<file path="src/rtl/sg_pkg.sv">
`timescale 1ns/1ps
package sg_pkg;
    localparam int SAMPLES  = 128;
    localparam int IDX_W    = $clog2(SAMPLES) + 1;
    localparam int LEN_W    = IDX_W;
    localparam int CODE_W   = 10;
    localparam int DUTY_W   = 7;
    localparam int WORD_W   = 32;
    localparam int CODE_LSB = 6;
    localparam int PH_W     = 8;
    localparam int NUM_W    = CODE_W;
    localparam int Q_W      = NUM_W + 1;
    localparam int VAL_W    = CODE_W + 3;

    localparam logic [2:0] SHAPE_SINE = 3'd0;
    localparam logic [2:0] SHAPE_SQR  = 3'd1;
    localparam logic [2:0] SHAPE_TRI  = 3'd2;
    localparam logic [2:0] SHAPE_SAW  = 3'd3;

    typedef enum logic [2:0] {
        S_IDLE, S_SETUP, S_DIV_A, S_DIV_B, S_FILL, S_DONE
    } fill_state_e;

    typedef struct packed {
        logic [2:0]        shape;
        logic [CODE_W-2:0] half;
        logic [CODE_W-1:0] level;
        logic [CODE_W-1:0] floor_c;
        logic [CODE_W-1:0] ceil_c;
        logic [LEN_W-1:0]  split;
    } fill_cfg_t;

    function automatic logic [LEN_W-1:0] split_of(input logic [DUTY_W-1:0] duty);
        int unsigned dc;
        dc = (duty > DUTY_W'(100)) ? 100 : int'(duty);
        return LEN_W'((dc * SAMPLES) / 100);
    endfunction

    function automatic logic [CODE_W-1:0] clamp_code(input logic signed [VAL_W-1:0] v,
                                                     input logic [CODE_W-1:0] lo,
                                                     input logic [CODE_W-1:0] hi);
        logic signed [VAL_W-1:0] lo_s, hi_s, r;
        lo_s = $signed(VAL_W'(lo));
        hi_s = $signed(VAL_W'(hi));
        if (v < lo_s)      r = lo_s;
        else if (v > hi_s) r = hi_s;
        else               r = v;
        return r[CODE_W-1:0];
    endfunction

    function automatic logic [WORD_W-1:0] pack_word(input logic [CODE_W-1:0] code);
        return WORD_W'({code, {CODE_LSB{1'b0}}});
    endfunction
endpackage

</file>
<file path="src/rtl/sg_divider.sv">
`timescale 1ns/1ps
module sg_divider #(
    parameter int NUM_W = 10,
    parameter int DEN_W = 8
) (
    input  logic             clk,
    input  logic             rst,
    input  logic             start,
    input  logic [NUM_W-1:0] num,
    input  logic [DEN_W-1:0] den,
    output logic             done,
    output logic [NUM_W-1:0] quo,
    output logic [DEN_W-1:0] rem
);
    localparam int CNT_W = $clog2(NUM_W + 1);

    logic [CNT_W-1:0] cnt_q;
    logic [NUM_W-1:0] quo_q, num_q;
    logic [DEN_W-1:0] rem_q, den_q;
    logic             done_q;
    logic [DEN_W:0]   trial;
    logic             fits;

    assign trial = {rem_q, quo_q[NUM_W-1]};
    assign fits  = trial >= {1'b0, den_q};

    always_ff @(posedge clk) begin
        if (rst) begin
            cnt_q  <= '0;
            quo_q  <= '0;
            num_q  <= '0;
            rem_q  <= '0;
            den_q  <= '0;
            done_q <= 1'b0;
        end else begin
            done_q <= 1'b0;
            if (start) begin
                cnt_q <= CNT_W'(NUM_W);
                rem_q <= '0;
                quo_q <= num;
                num_q <= num;
                den_q <= den;
            end else if (cnt_q != '0) begin
                rem_q <= fits ? DEN_W'(trial - {1'b0, den_q}) : trial[DEN_W-1:0];
                quo_q <= {quo_q[NUM_W-2:0], fits};
                cnt_q <= cnt_q - 1'b1;
                if (cnt_q == CNT_W'(1)) done_q <= 1'b1;
            end
        end
    end

    assign done = done_q;
    assign quo  = quo_q;
    assign rem  = rem_q;

    logic [NUM_W+DEN_W-1:0] recon;
    assign recon = (NUM_W+DEN_W)'(quo_q) * (NUM_W+DEN_W)'(den_q) + (NUM_W+DEN_W)'(rem_q);

    p_div_exact_r2: assert property (@(posedge clk) disable iff (rst)
        (done_q && den_q != '0) |-> (recon == (NUM_W+DEN_W)'(num_q) && rem_q < den_q));
endmodule

</file>
<file path="src/rtl/sg_seg_accum.sv">
`timescale 1ns/1ps
module sg_seg_accum #(
    parameter int Q_W    = 11,
    parameter int STEP_W = 10,
    parameter int LEN_W  = 8
) (
    input  logic              clk,
    input  logic              rst,
    input  logic              clear,
    input  logic              step,
    input  logic [STEP_W-1:0] qs,
    input  logic [LEN_W-1:0]  rs,
    input  logic [LEN_W-1:0]  len,
    output logic [Q_W-1:0]    q
);
    logic [Q_W-1:0]   q_q;
    logic [LEN_W-1:0] r_q;
    logic [LEN_W:0]   r_sum;
    logic             wrap;

    assign r_sum = {1'b0, r_q} + {1'b0, rs};
    assign wrap  = r_sum >= {1'b0, len};

    always_ff @(posedge clk) begin
        if (rst || clear) begin
            q_q <= '0;
            r_q <= '0;
        end else if (step) begin
            r_q <= wrap ? LEN_W'(r_sum - {1'b0, len}) : r_sum[LEN_W-1:0];
            q_q <= q_q + Q_W'(qs) + Q_W'(wrap);
        end
    end

    assign q = q_q;

    p_rem_bound_r10: assert property (@(posedge clk) disable iff (rst)
        (step && len != '0) |-> (r_q < len));
endmodule

</file>
<file path="src/rtl/sg_shape.sv">
`timescale 1ns/1ps
module sg_shape
    import sg_pkg::*;
(
    input  logic [2:0]              shape,
    input  logic                    second,
    input  logic [Q_W-1:0]          q,
    input  logic [CODE_W-2:0]       half,
    input  logic [CODE_W-1:0]       level,
    output logic signed [VAL_W-1:0] value
);
    localparam int PROD_W = (CODE_W - 1) + 2 * (PH_W + 1);

    logic signed [VAL_W-1:0] lvl_s, half_s, q_s, g_s, g_abs, mag_s;
    logic [PH_W:0]           ph, comp;
    logic [PROD_W-1:0]       prod;

    always_comb begin
        lvl_s  = $signed(VAL_W'(level));
        half_s = $signed(VAL_W'(half));
        q_s    = $signed(VAL_W'(q));
        ph     = q[PH_W:0];
        comp   = (PH_W+1)'(1 << PH_W) - ph;
        prod   = PROD_W'(half) * PROD_W'(ph) * PROD_W'(comp);
        mag_s  = $signed(VAL_W'(prod >> (2 * PH_W - 2)));
        g_s    = q_s - half_s;
        g_abs  = (g_s < 0) ? -g_s : g_s;
        case (shape)
            SHAPE_SINE: value = second ? lvl_s - mag_s : lvl_s + mag_s;
            SHAPE_SQR:  value = second ? lvl_s - half_s : lvl_s + half_s;
            SHAPE_TRI:  value = second ? lvl_s - half_s + g_abs : lvl_s + half_s - g_abs;
            default:    value = second ? lvl_s + q_s : lvl_s - half_s + q_s;
        endcase
    end
endmodule

</file>
<file path="src/rtl/sg_wavetable_gen.sv">
`timescale 1ns/1ps
module sg_wavetable_gen
    import sg_pkg::*;
(
    input  logic              clk,
    input  logic              rst,
    input  logic              start,
    input  logic [2:0]        mode,
    input  logic [DUTY_W-1:0] duty_pct,
    input  logic [CODE_W-1:0] amplitude,
    input  logic [CODE_W-1:0] offset,
    input  logic [CODE_W-1:0] lim_lo,
    input  logic [CODE_W-1:0] lim_hi,
    output logic              busy,
    output logic              done,
    output logic              wr_en,
    output logic [IDX_W-1:0]  wr_addr,
    output logic [WORD_W-1:0] wr_data
);
    fill_state_e      state_q;
    fill_cfg_t        cfg_q;
    logic [IDX_W-1:0] idx_q;
    logic [NUM_W-1:0] qa_q, qb_q;
    logic [LEN_W-1:0] ra_q, rb_q;

    logic [LEN_W-1:0] len_b;
    logic             shape_ok, second, div_start, div_done, acc_clear, acc_step;
    logic [NUM_W-1:0] numer, div_q;
    logic [LEN_W-1:0] div_r, div_den;
    logic [Q_W-1:0]   acc_q;
    logic signed [VAL_W-1:0] shape_val, pick_val;
    logic [CODE_W-1:0] code;

    assign len_b    = LEN_W'(SAMPLES) - cfg_q.split;
    assign shape_ok = cfg_q.shape <= SHAPE_SAW;
    assign second   = idx_q >= IDX_W'(cfg_q.split);

    always_comb begin
        case (cfg_q.shape)
            SHAPE_SINE: numer = NUM_W'(1 << PH_W);
            SHAPE_TRI:  numer = {cfg_q.half, 1'b0};
            SHAPE_SAW:  numer = NUM_W'(cfg_q.half);
            default:    numer = '0;
        endcase
    end

    assign div_start = (state_q == S_SETUP && shape_ok) || (state_q == S_DIV_A && div_done);
    assign div_den   = (state_q == S_SETUP) ? cfg_q.split : len_b;

    sg_divider #(.NUM_W(NUM_W), .DEN_W(LEN_W)) u_div (
        .clk(clk), .rst(rst), .start(div_start), .num(numer), .den(div_den),
        .done(div_done), .quo(div_q), .rem(div_r)
    );

    assign acc_clear = (state_q == S_DIV_B && div_done) ||
                       (state_q == S_FILL && (idx_q + 1'b1) == IDX_W'(cfg_q.split));
    assign acc_step  = (state_q == S_FILL) && !acc_clear && (idx_q < IDX_W'(SAMPLES));

    sg_seg_accum #(.Q_W(Q_W), .STEP_W(NUM_W), .LEN_W(LEN_W)) u_acc (
        .clk(clk), .rst(rst), .clear(acc_clear), .step(acc_step),
        .qs(second ? qb_q : qa_q), .rs(second ? rb_q : ra_q),
        .len(second ? len_b : cfg_q.split), .q(acc_q)
    );

    sg_shape u_shape (
        .shape(cfg_q.shape), .second(second), .q(acc_q), .half(cfg_q.half),
        .level(cfg_q.level), .value(shape_val)
    );

    assign pick_val = (idx_q == IDX_W'(SAMPLES)) ? $signed(VAL_W'(cfg_q.level)) : shape_val;
    assign code     = clamp_code(pick_val, cfg_q.floor_c, cfg_q.ceil_c);

    always_ff @(posedge clk) begin
        if (rst) begin
            state_q <= S_IDLE;
            cfg_q   <= '0;
            idx_q   <= '0;
            qa_q    <= '0;
            qb_q    <= '0;
            ra_q    <= '0;
            rb_q    <= '0;
        end else begin
            case (state_q)
                S_IDLE: if (start) begin
                    cfg_q.shape   <= mode;
                    cfg_q.half    <= amplitude[CODE_W-1:1];
                    cfg_q.level   <= offset;
                    cfg_q.floor_c <= lim_lo;
                    cfg_q.ceil_c  <= lim_hi;
                    cfg_q.split   <= split_of(duty_pct);
                    state_q       <= S_SETUP;
                end
                S_SETUP: state_q <= shape_ok ? S_DIV_A : S_DONE;
                S_DIV_A: if (div_done) begin
                    qa_q    <= (cfg_q.split == '0) ? '0 : div_q;
                    ra_q    <= (cfg_q.split == '0) ? '0 : div_r;
                    state_q <= S_DIV_B;
                end
                S_DIV_B: if (div_done) begin
                    qb_q    <= (len_b == '0) ? '0 : div_q;
                    rb_q    <= (len_b == '0) ? '0 : div_r;
                    idx_q   <= '0;
                    state_q <= S_FILL;
                end
                S_FILL: begin
                    if (idx_q == IDX_W'(SAMPLES)) state_q <= S_DONE;
                    else                          idx_q   <= idx_q + 1'b1;
                end
                default: state_q <= S_IDLE;
            endcase
        end
    end

    assign busy    = state_q != S_IDLE;
    assign done    = state_q == S_DONE;
    assign wr_en   = state_q == S_FILL;
    assign wr_addr = idx_q;
    assign wr_data = pack_word(code);

    p_first_addr_r8: assert property (@(posedge clk) disable iff (rst)
        $rose(wr_en) |-> wr_addr == '0);
    p_addr_step_r8: assert property (@(posedge clk) disable iff (rst)
        (wr_en && $past(wr_en)) |-> wr_addr == $past(wr_addr) + 1'b1);
    p_format_r9: assert property (@(posedge clk) disable iff (rst)
        wr_en |-> (wr_data[CODE_LSB-1:0] == '0 && wr_data[WORD_W-1:CODE_LSB+CODE_W] == '0));
    p_clamp_r7: assert property (@(posedge clk) disable iff (rst)
        (wr_en && cfg_q.floor_c <= cfg_q.ceil_c) |->
        (wr_data[CODE_LSB+:CODE_W] >= cfg_q.floor_c && wr_data[CODE_LSB+:CODE_W] <= cfg_q.ceil_c));
    p_cfg_held_r11: assert property (@(posedge clk) disable iff (rst)
        (busy && !done) |=> $stable(cfg_q));
    p_done_after_fill_r13: assert property (@(posedge clk) disable iff (rst)
        $fell(wr_en) |-> done);
    p_done_short_r13: assert property (@(posedge clk) disable iff (rst)
        done |=> (!done && !busy));
endmodule

</file>
<file path="config.mk">
export PLATFORM = sky130hd
export DESIGN_NAME = sg_wavetable_gen
export DESIGN_NICKNAME = d
export VERILOG_FILES = /design/src/rtl/sg_pkg.sv /design/src/rtl/sg_divider.sv /design/src/rtl/sg_seg_accum.sv /design/src/rtl/sg_shape.sv /design/src/rtl/sg_wavetable_gen.sv
export SDC_FILE = /design/constraint.sdc
export NUM_CORES = 1
export LEC_CHECK = 0
export ABC_CLOCK_PERIOD_IN_PS = 47800
export BUFFER_PORTS_ARGS = -buffer_cell sky130_fd_sc_hd__buf_2
export CORE_MARGIN = 5
export CORE_UTILIZATION = 40
export CTS_CLUSTER_SIZE = 10
export DETAILED_ROUTE_END_ITERATION = 16
export GPL_ROUTABILITY_DRIVEN = 0
export PLACE_DENSITY_LB_ADDON = 0.2
export SLEW_MARGIN = 40
export SYNTH_ARGS = -nofsm -noshare
export SYNTH_HDL_FRONTEND = slang
export SYNTH_SLANG_ARGS = --single-unit
</file>
<file path="constraint.sdc">
create_clock -name clk -period 47.8 [get_ports clk]
set_input_delay 9.56 -clock clk [delete_from_list [all_inputs] [get_ports clk]]
set_output_delay 9.56 -clock clk [all_outputs]
set_load 0.02 [all_outputs]
</file>
After elaboration in Yosys (flattened, before gate mapping)
Cells that the tools add are included.

Flip-flop bits (word level): 147. Latch bits: 0. Bits in writable memories: 0. Memory bits (read-only): 0. Input port bits: 53. Output and inout port bits: 43. Logic and storage cells: 128. Memories: 0.

Add/sub/neg operators: 19. Multipliers: 2. Div/mod/pow operators: 1. $lt $le $gt $ge: 9. Eq/ne operators: 16. Shift operators: 0. Multiplexer cells: 35. Bitwise operators: 1. Reductions and logical operators: 25.

Operator list (number): $mux 13 (6); $mux 8 (9); $mux 10 (7); $pmux 13 s3 (1); $div 32x7->32 const B (1); $pmux 10 s3 (1); $mul 18x9->27 (1); $ge 9x8->1 (2); $mul 9x9->18 (1); $logic_not 8->1 (2); $pmux 8 s2 (1); $sub 8x8->8 (2); $mux 3 (5); $pmux 3 s5 (1); $add 11x13->13 (1); $add 13x12->13 (1); $add 13x13->13 (1); $gt 13x11->1 (1); $lt 13x11->1 (1); $neg 12->13 (1); $sub 11x13->13 (1); $sub 13x13->13 (1); $add 10x11->12 (1); $eq 3x2->1 const B (4); other kinds (38) (55).

Logic depth before layout (Yosys ltp)
Gate-level depths: netlist (run 1).

Depth in word-level cells: 10. Mapped depth: 67.

Cells and area by module
A second synthesis (run 1) with hierarchy kept.

Cells, all modules: 3032. Area, all modules: 23745.3 um^2.

Modules (own cells, without submodules): sg_shape (times used 1, cells an instance 1512, area an instance 11979.0 um^2); sg_wavetable_gen (times used 1, cells an instance 1098, area an instance 8284.2 um^2); sg_seg_accum (times used 1, cells an instance 220, area an instance 1835.5 um^2); sg_divider (times used 1, cells an instance 202, area an instance 1646.6 um^2).

Least setup slack after synthesis (run 1)
Ideal clock, no wire load.

Path type: register -> output. Start: register u_acc.q_q[0] (netlist: u_acc.q[0]). End: output wr_data[11]. Data arrival time: 12.534 ns. Data required time: 38.240 ns. Setup slack: 25.706 ns. Stages on the path, launching flop included: 57. Path buffers: 3. Cells stage by stage: dfxtp_1 > clkbuf_1 > buf_1 > nand2_1 > fa_1 > fa_1 > inv_1 > ha_1 > inv_1 > fa_1 > inv_1 > ha_1 > a21o_1 > a21oi_1 > o21bai_1 > a21oi_1 > o21bai_1 > a21oi_1 > [... 21 more ...] > a21oi_1 > and3_1 > xor2_1 > ha_1 > o21ai_0 > nand2b_1 > a21o_1 > a21o_1 > xnor2_1 > o311a_1 > o31ai_1 > ha_1 > nand4_1 > nor3_1 > nor2_1 > nor2_1 > mux2i_1 > mux2i_1.

Word-level cells in the longest chain between the ends: 10.

RTL lines: start: declaration (RTL line sg_seg_accum.sv:16) `logic [Q_W-1:0] q_q;`; start signal: assignment (RTL line sg_seg_accum.sv:30) `q_q <= q_q + Q_W'(qs) + Q_W'(wrap);`; branches (longest 5 deep; another with $mul 18x9->27); $pmux 13 s3 (*) (RTL line sg_shape.sv:28) `case (shape)`; $mux 13 (*) (RTL line sg_wavetable_gen.sv:70) `assign pick_val = (idx_q == IDX_W'(SAMPLES)) ? $signed(VAL_W'(cfg_q.level)) : shape_val;`; $gt 13x11->1 (RTL line sg_pkg.sv:46) `else if (v > hi_s) r = hi_s;`; $mux 10 (RTL line sg_pkg.sv:46); $mux 10 (*) (RTL line sg_pkg.sv:45) `if (v < lo_s) r = lo_s;`; end: declaration (RTL line sg_wavetable_gen.sv:18) `output logic [WORD_W-1:0] wr_data`.

Mark *: on every way between the ends.

Worst setup path in the final report (run 1)
Start: register cfg_q[43] (netlist name). End: output wr_data[6].

Word-level cells in the longest chain between the ends: 10.

RTL lines (RTL line): branches (longest 5 deep; another with $mul 18x9->27); $pmux 13 s3 (*) (sg_shape.sv:28); $mux 13 (*) (sg_wavetable_gen.sv:70); $gt 13x11->1 (sg_pkg.sv:46); $mux 10 (sg_pkg.sv:46); $mux 10 (*) (sg_pkg.sv:45).

Marks and branches as above.

==> results.cfg, run 1 <==
[setup_path]
cp_data_arrival_time_ns = 14.73
critPathMaxStageDelay_ns = 0.76
end_kind = output pin
crit_type = register to output pin
start_kind = register
crit_path_max_fanout = 14
cp.required_ns = 38.24
path_common_cell = a21oi_1
slowest_stage = dfxtp_1

[pwr]
power_uw = 1270
p_leak_uw = 0.0110
power-per-cell-area_mw_per_mm2 = 52.9
peakVddDrop_mv = 0.0394

[routing]
drc = 0
drt_iter0_markers = 1014
ant_nets = 0
vias = 20000
firstDrtPassIters = 5
viasPerCell = 5.44
drt_wl_total_um = 62800
wl_per_cell_um = 17.1

[final_layout]
area_growth_pct = 7.02
final_cell_mix = 453 x nand2_1, 332 x inv_1, 243 x ha_1
final_cell_area_mm2 = 0.0240
final_common_cell = nand2_1
drive_gt1_frac = 0.0763
nets = 3382

[place]
place.port_buffers = 72
placed_cell_area_mm2 = 0.0234
dp_hpwl_um = 49200
post-place-ws_ns = 23.46

[logic_synthesis]
yosysWarnings = 0
ys_types = 107
ys_seq_area_frac = 0.131
synth_edf_count = 0
syn_avg_cell_area_um2 = 7.67
async_reset_ff_frac = 0
synthesis.area_mm2 = 0.0225
ys.flop_type = dfxtp_1
netlist_instances = 2930
ys_seq_elements = 147

[sta]
slew_headroom = 0.441
slew_viol_final = 0
rsz0062_at_grt = no
period_needed_ns = 24.29
fin_ws_ns = 23.51
setup_viol = 0
max_clock_freq_mhz = 41.2
finalHoldWorstSlack_ns = 0.455
fin_skew_ns = 0.0108
hold_violations = 0
worstMarginPinSlew_ns = 0.818
fin_tns_setup_ns = 0
min_period_over_period = 0.508

[worst_hold_path]
worstHoldPathType = register to register

[clock_network]
cts_tree = built
clk_path_buf_depth = 2
htree_levels = 4
cts_made_buffers = 17
ctsHoldBuffers = 0
cts_sinks = 147
path_clk_slew_ns = 0.07
cts_resized = 0
clock-root-buffer = clkbuf_16
clk_latency_ns = 0.43
post_cts_buffers = 0

[floorplanning]
fp.dieH_um = 247
core_area_mm2 = 0.0554
fp-row-count = 86
die_area_mm2 = 0.0610
die_width_um = 247
num_io_pins = 96
start_util = 0.405

[global_routing]
grt_pass1_vias = 20000
grt.met1_usage = 0.275
grt-ovfl-total = 0
use_met2 = 0.360
grt_pass1_wl_um = 103000
grt_use_total = 0.205
grt_use_met3 = 0.0151
grt.busiest_layer = met2
antenna_found_initial = 1
grt_max_degree = 91

[flow_run]
drv_cap = 0

[run_status]
outcome = complete, no violations
[cell usage after synthesis, types with 31 or more instances]
cell type	n	area, um^2
nand2_1	453	1700
inv_1	332	1250
ha_1	243	3040
nor2_1	222	833
a21oi_1	217	1090
fa_1	175	3500
dfxtp_1	147	2940
xnor2_1	134	1170
clkbuf_1	109	409
o21ai_0	90	450
and2_1	72	450
a21o_1	59	443
nand3_1	42	210
nor3_1	41	205
xor2_1	39	342
o21bai_1	38	285
mux2i_1	35	350
nor2b_1	34	213
nand2b_1	33	206
a211oi_1	31	233
[per-layer routing]
metal,share of wire,vias to the layer above,wire length [um]
met5,0,-,0
met4,0.022,0,1360
met3,0.032,80,1980
met2,0.49,417,30500
met1,0.46,9716,29000
li1,-,9760,-
[flip-flops by register name, indices dropped and copies added, names as in the netlist]
register / count
cfg_q: 50
qa_q: 10
qb_q: 10
ra_q: 8
rb_q: 8
state_q: 3
u_acc.q: 11
u_acc.r_q: 8
u_div.cnt_q: 4
u_div.den_q: 8
u_div.done: 1
u_div.quo: 10
u_div.rem: 8
wr_addr: 8
[critical path, delay by kind of cell, from the launching register on]
kind,cells,cell delay [ns]
AO/OA/AOI/OAI,26,5.48
adder cells (fa/ha/maj),12,5.20
AND/OR/NAND/NOR,9,1.37
flip-flops,1,0.76
XOR/XNOR,3,0.70
buffers and inverters,7,0.50
multiplexers,1,0.29
[report_power, final]
group | internal (uW) | leakage, uW | switching (uW)
sequential | 143 | 0.00120 | 32.4
clock | 74.4 | 0.000289 | 60.9
combinational | 384 | 0.00955 | 576
total | 602 | 0.0110 | 669
[cell type report]
cell class	count	area (um^2)
tap	748	936
clock inverter	15	160
inverter	336	1260
clock buffer	17	425
fill	5647	31400
multi-input combinational	2309	17700
timing repair buffer	100	577
sequential	147	2950
antenna	1	2.50
[logic make-up after synthesis]
| family | share of synthesized area |
|---|---|
| simple gates | 0.203 |
| fa+ha+maj | 0.291 |
| xor+xnor | 0.0692 |
| other cells | 0.000167 |
| mux | 0.0219 |
| compound gates | 0.195 |
| flops | 0.131 |
| buf+inv | 0.0883 |
[worst paths after layout]
check	startpoint	end	slack [ns]	cells after the start
max	cfg_q[43]	wr_data[6]	23.51	58
min	qb_q[6]	qb_q[6]	0.46	2
max reg2reg	wr_addr[0]	u_acc.q[10]	39.27	41
min reg2reg	qb_q[6]	qb_q[6]	0.46	2
[stage by stage]
step / std cells / utilization
after global placement: 3640 / 0.422
after CTS: 3672 / 0.433
after detailed placement: 3640 / 0.422
final: 3673 / 0.434
after global routing: 3673 / 0.434
after floorplan: 2952 / -
(Power assumes the default switching activity.)
==> run 2: changes to the inputs <==
Settings changed: ABC_CLOCK_PERIOD_IN_PS 47800 to 23800.
Clock period 47.8 ns to 23.8 ns, I/O delays scaled along.
==> run 2 against run 1 <==
Net effect:
- first-iteration DRC count is 9.5% higher
- global-route usage is 0.11 points higher
- power is 100% higher
- register-to-register slack worse by 24 ns
- setup slack worse by 19 ns
- largest cell class unchanged
- largest power group unchanged
==> results.cfg, run 2 (synthesized netlist as in run 1, its figures left out) <==
[routing]
wl_per_cell_um = 17.1
dr.max_layer_used = met4
firstDrtPassIters = 5
dr_wl_met2_um = 30700
vias = 19900
ant_nets = 0
viasPerCell = 5.43
wl_met1_um = 28800
drt_wl_total_um = 62900
met3_wirelength_um = 2390
drt_iter0_markers = 1110
drc = 0

[sta]
rsz0062_at_grt = no
hold_violations = 0
fin_skew_ns = 0.0126
period_needed_ns = 19.53
max_clock_freq_mhz = 51.2
slew_viol_final = 0
worstMarginPinSlew_ns = 0.856
finalHoldWorstSlack_ns = 0.453
setup_viol = 0
fin_tns_setup_ns = 0
slew_headroom = 0.429
min_period_over_period = 0.820

[clock_network]
cts_sinks = 147
cts_tree = built
ctsHoldBuffers = 0
htree_levels = 4
path_clk_slew_ns = 0.06
cts_resized = 0
cts_made_buffers = 17
post_cts_buffers = 0
clk_latency_ns = 0.43
clk_path_buf_depth = 2
clock-root-buffer = clkbuf_16

[global_routing]
grt_pass1_wl_um = 104000
grt_use_total = 0.206
antenna_found_initial = 0
grt_pass1_vias = 20100
grt_max_degree = 68
grt-ovfl-total = 0

[setup_path]
crit_type = register to output pin
end_kind = output pin
reg2reg_depth = 42
crit_end = wr_data[9]
cp.required_ns = 19.04
slowest_stage = dfxtp_1
cp_data_arrival_time_ns = 14.77
path_common_cell = inv_1
crit_path_max_fanout = 14
r2r_end = u_acc.q[10]
ff2ff_setup_slack_ns = 14.86
critPathMaxStageDelay_ns = 0.78
r2r-start = wr_addr[0]
startpoint = cfg_q[40]
start_kind = register

[final_layout]
regMostFlops = cfg_q
n_fill_cell = 5649
antenna_cells = 0
area_growth_pct = 7.03
drive_gt1_frac = 0.0759
final_cell_area_mm2 = 0.0240
final_common_cell = nand2_1
final_cell_mix = 453 x nand2_1, 332 x inv_1, 243 x ha_1
fin_util = 0.434
nets = 3382
largest_reg_flops = 50

[pwr]
p_leak_uw = 0.0110
power_uw = 2550
power-per-cell-area_mw_per_mm2 = 106
peakVddDrop_mv = 0.0891

[place]
place.port_buffers = 72
dp_hpwl_um = 49500
placed_cell_area_mm2 = 0.0234

[floorplanning]
num_io_pins = 96
fp-row-count = 86
start_util = 0.405
fp.dieH_um = 247
core_area_mm2 = 0.0554
die_width_um = 247
die_area_mm2 = 0.0610

[flow_run]
drv_cap = 0

[worst_hold_path]
worstHoldPathType = register to register

[run_status]
outcome = complete, no violations
## run 2: stage by stage
step           cells  worst slack [ns]
2_1_floorplan   2952              6.51
3_3_place_gp    3640              4.76
3_5_place_dp    3640              4.57
4_1_cts         3672              4.06
5_1_grt         3672              3.23
6_report        3672              4.27
## run 2: power by group
group          switching (uW)  internal (uW)  leakage (uW)
combinational            1150            774       0.00956
clock                     118            150      0.000285
sequential               67.3            288       0.00120
## run 2: how the worst min path moves through the flow
stage,slack (ns),depth (start not counted),startpoint,end
after floorplan,0.43,2,qb_q[0],qb_q[0]
after global placement,0.44,2,rb_q[1],rb_q[1]
after detailed placement,0.45,2,qb_q[4],qb_q[4]
after CTS,0.45,2,qb_q[0],qb_q[0]
after global routing,0.47,2,cfg_q[22],cfg_q[22]
final,0.45,2,cfg_q[46],cfg_q[46]
## run 2: metal layers
metal	up-vias	global-route usage
li1	9751	-
met1	9685	0.281
met2	429	0.362
met3	69	0.0130
met4	0	0.0415
met5	-	0
## run 2: cell type report
cell class | instances | area [um^2] | share of cell area
clock inverter | 14 | 149 | 0.00619
clock buffer | 18 | 439 | 0.0183
tap | 748 | 936 | 0.0389
sequential | 147 | 2950 | 0.123
timing repair buffer | 100 | 573 | 0.0238
inverter | 336 | 1260 | 0.0525
multi-input combinational | 2309 | 17700 | 0.738
## run 2: worst max-delay path: cells and delay by family (launching register included)
kind,cells,cell delay (ns)
AO/OA/AOI/OAI,22,4.47
multiplexers,1,0.20
XOR/XNOR,3,0.56
AND/OR/NAND/NOR,11,2.06
adder cells (fa/ha/maj),14,5.48
flip-flops,1,0.78
buffers and inverters,9,0.74
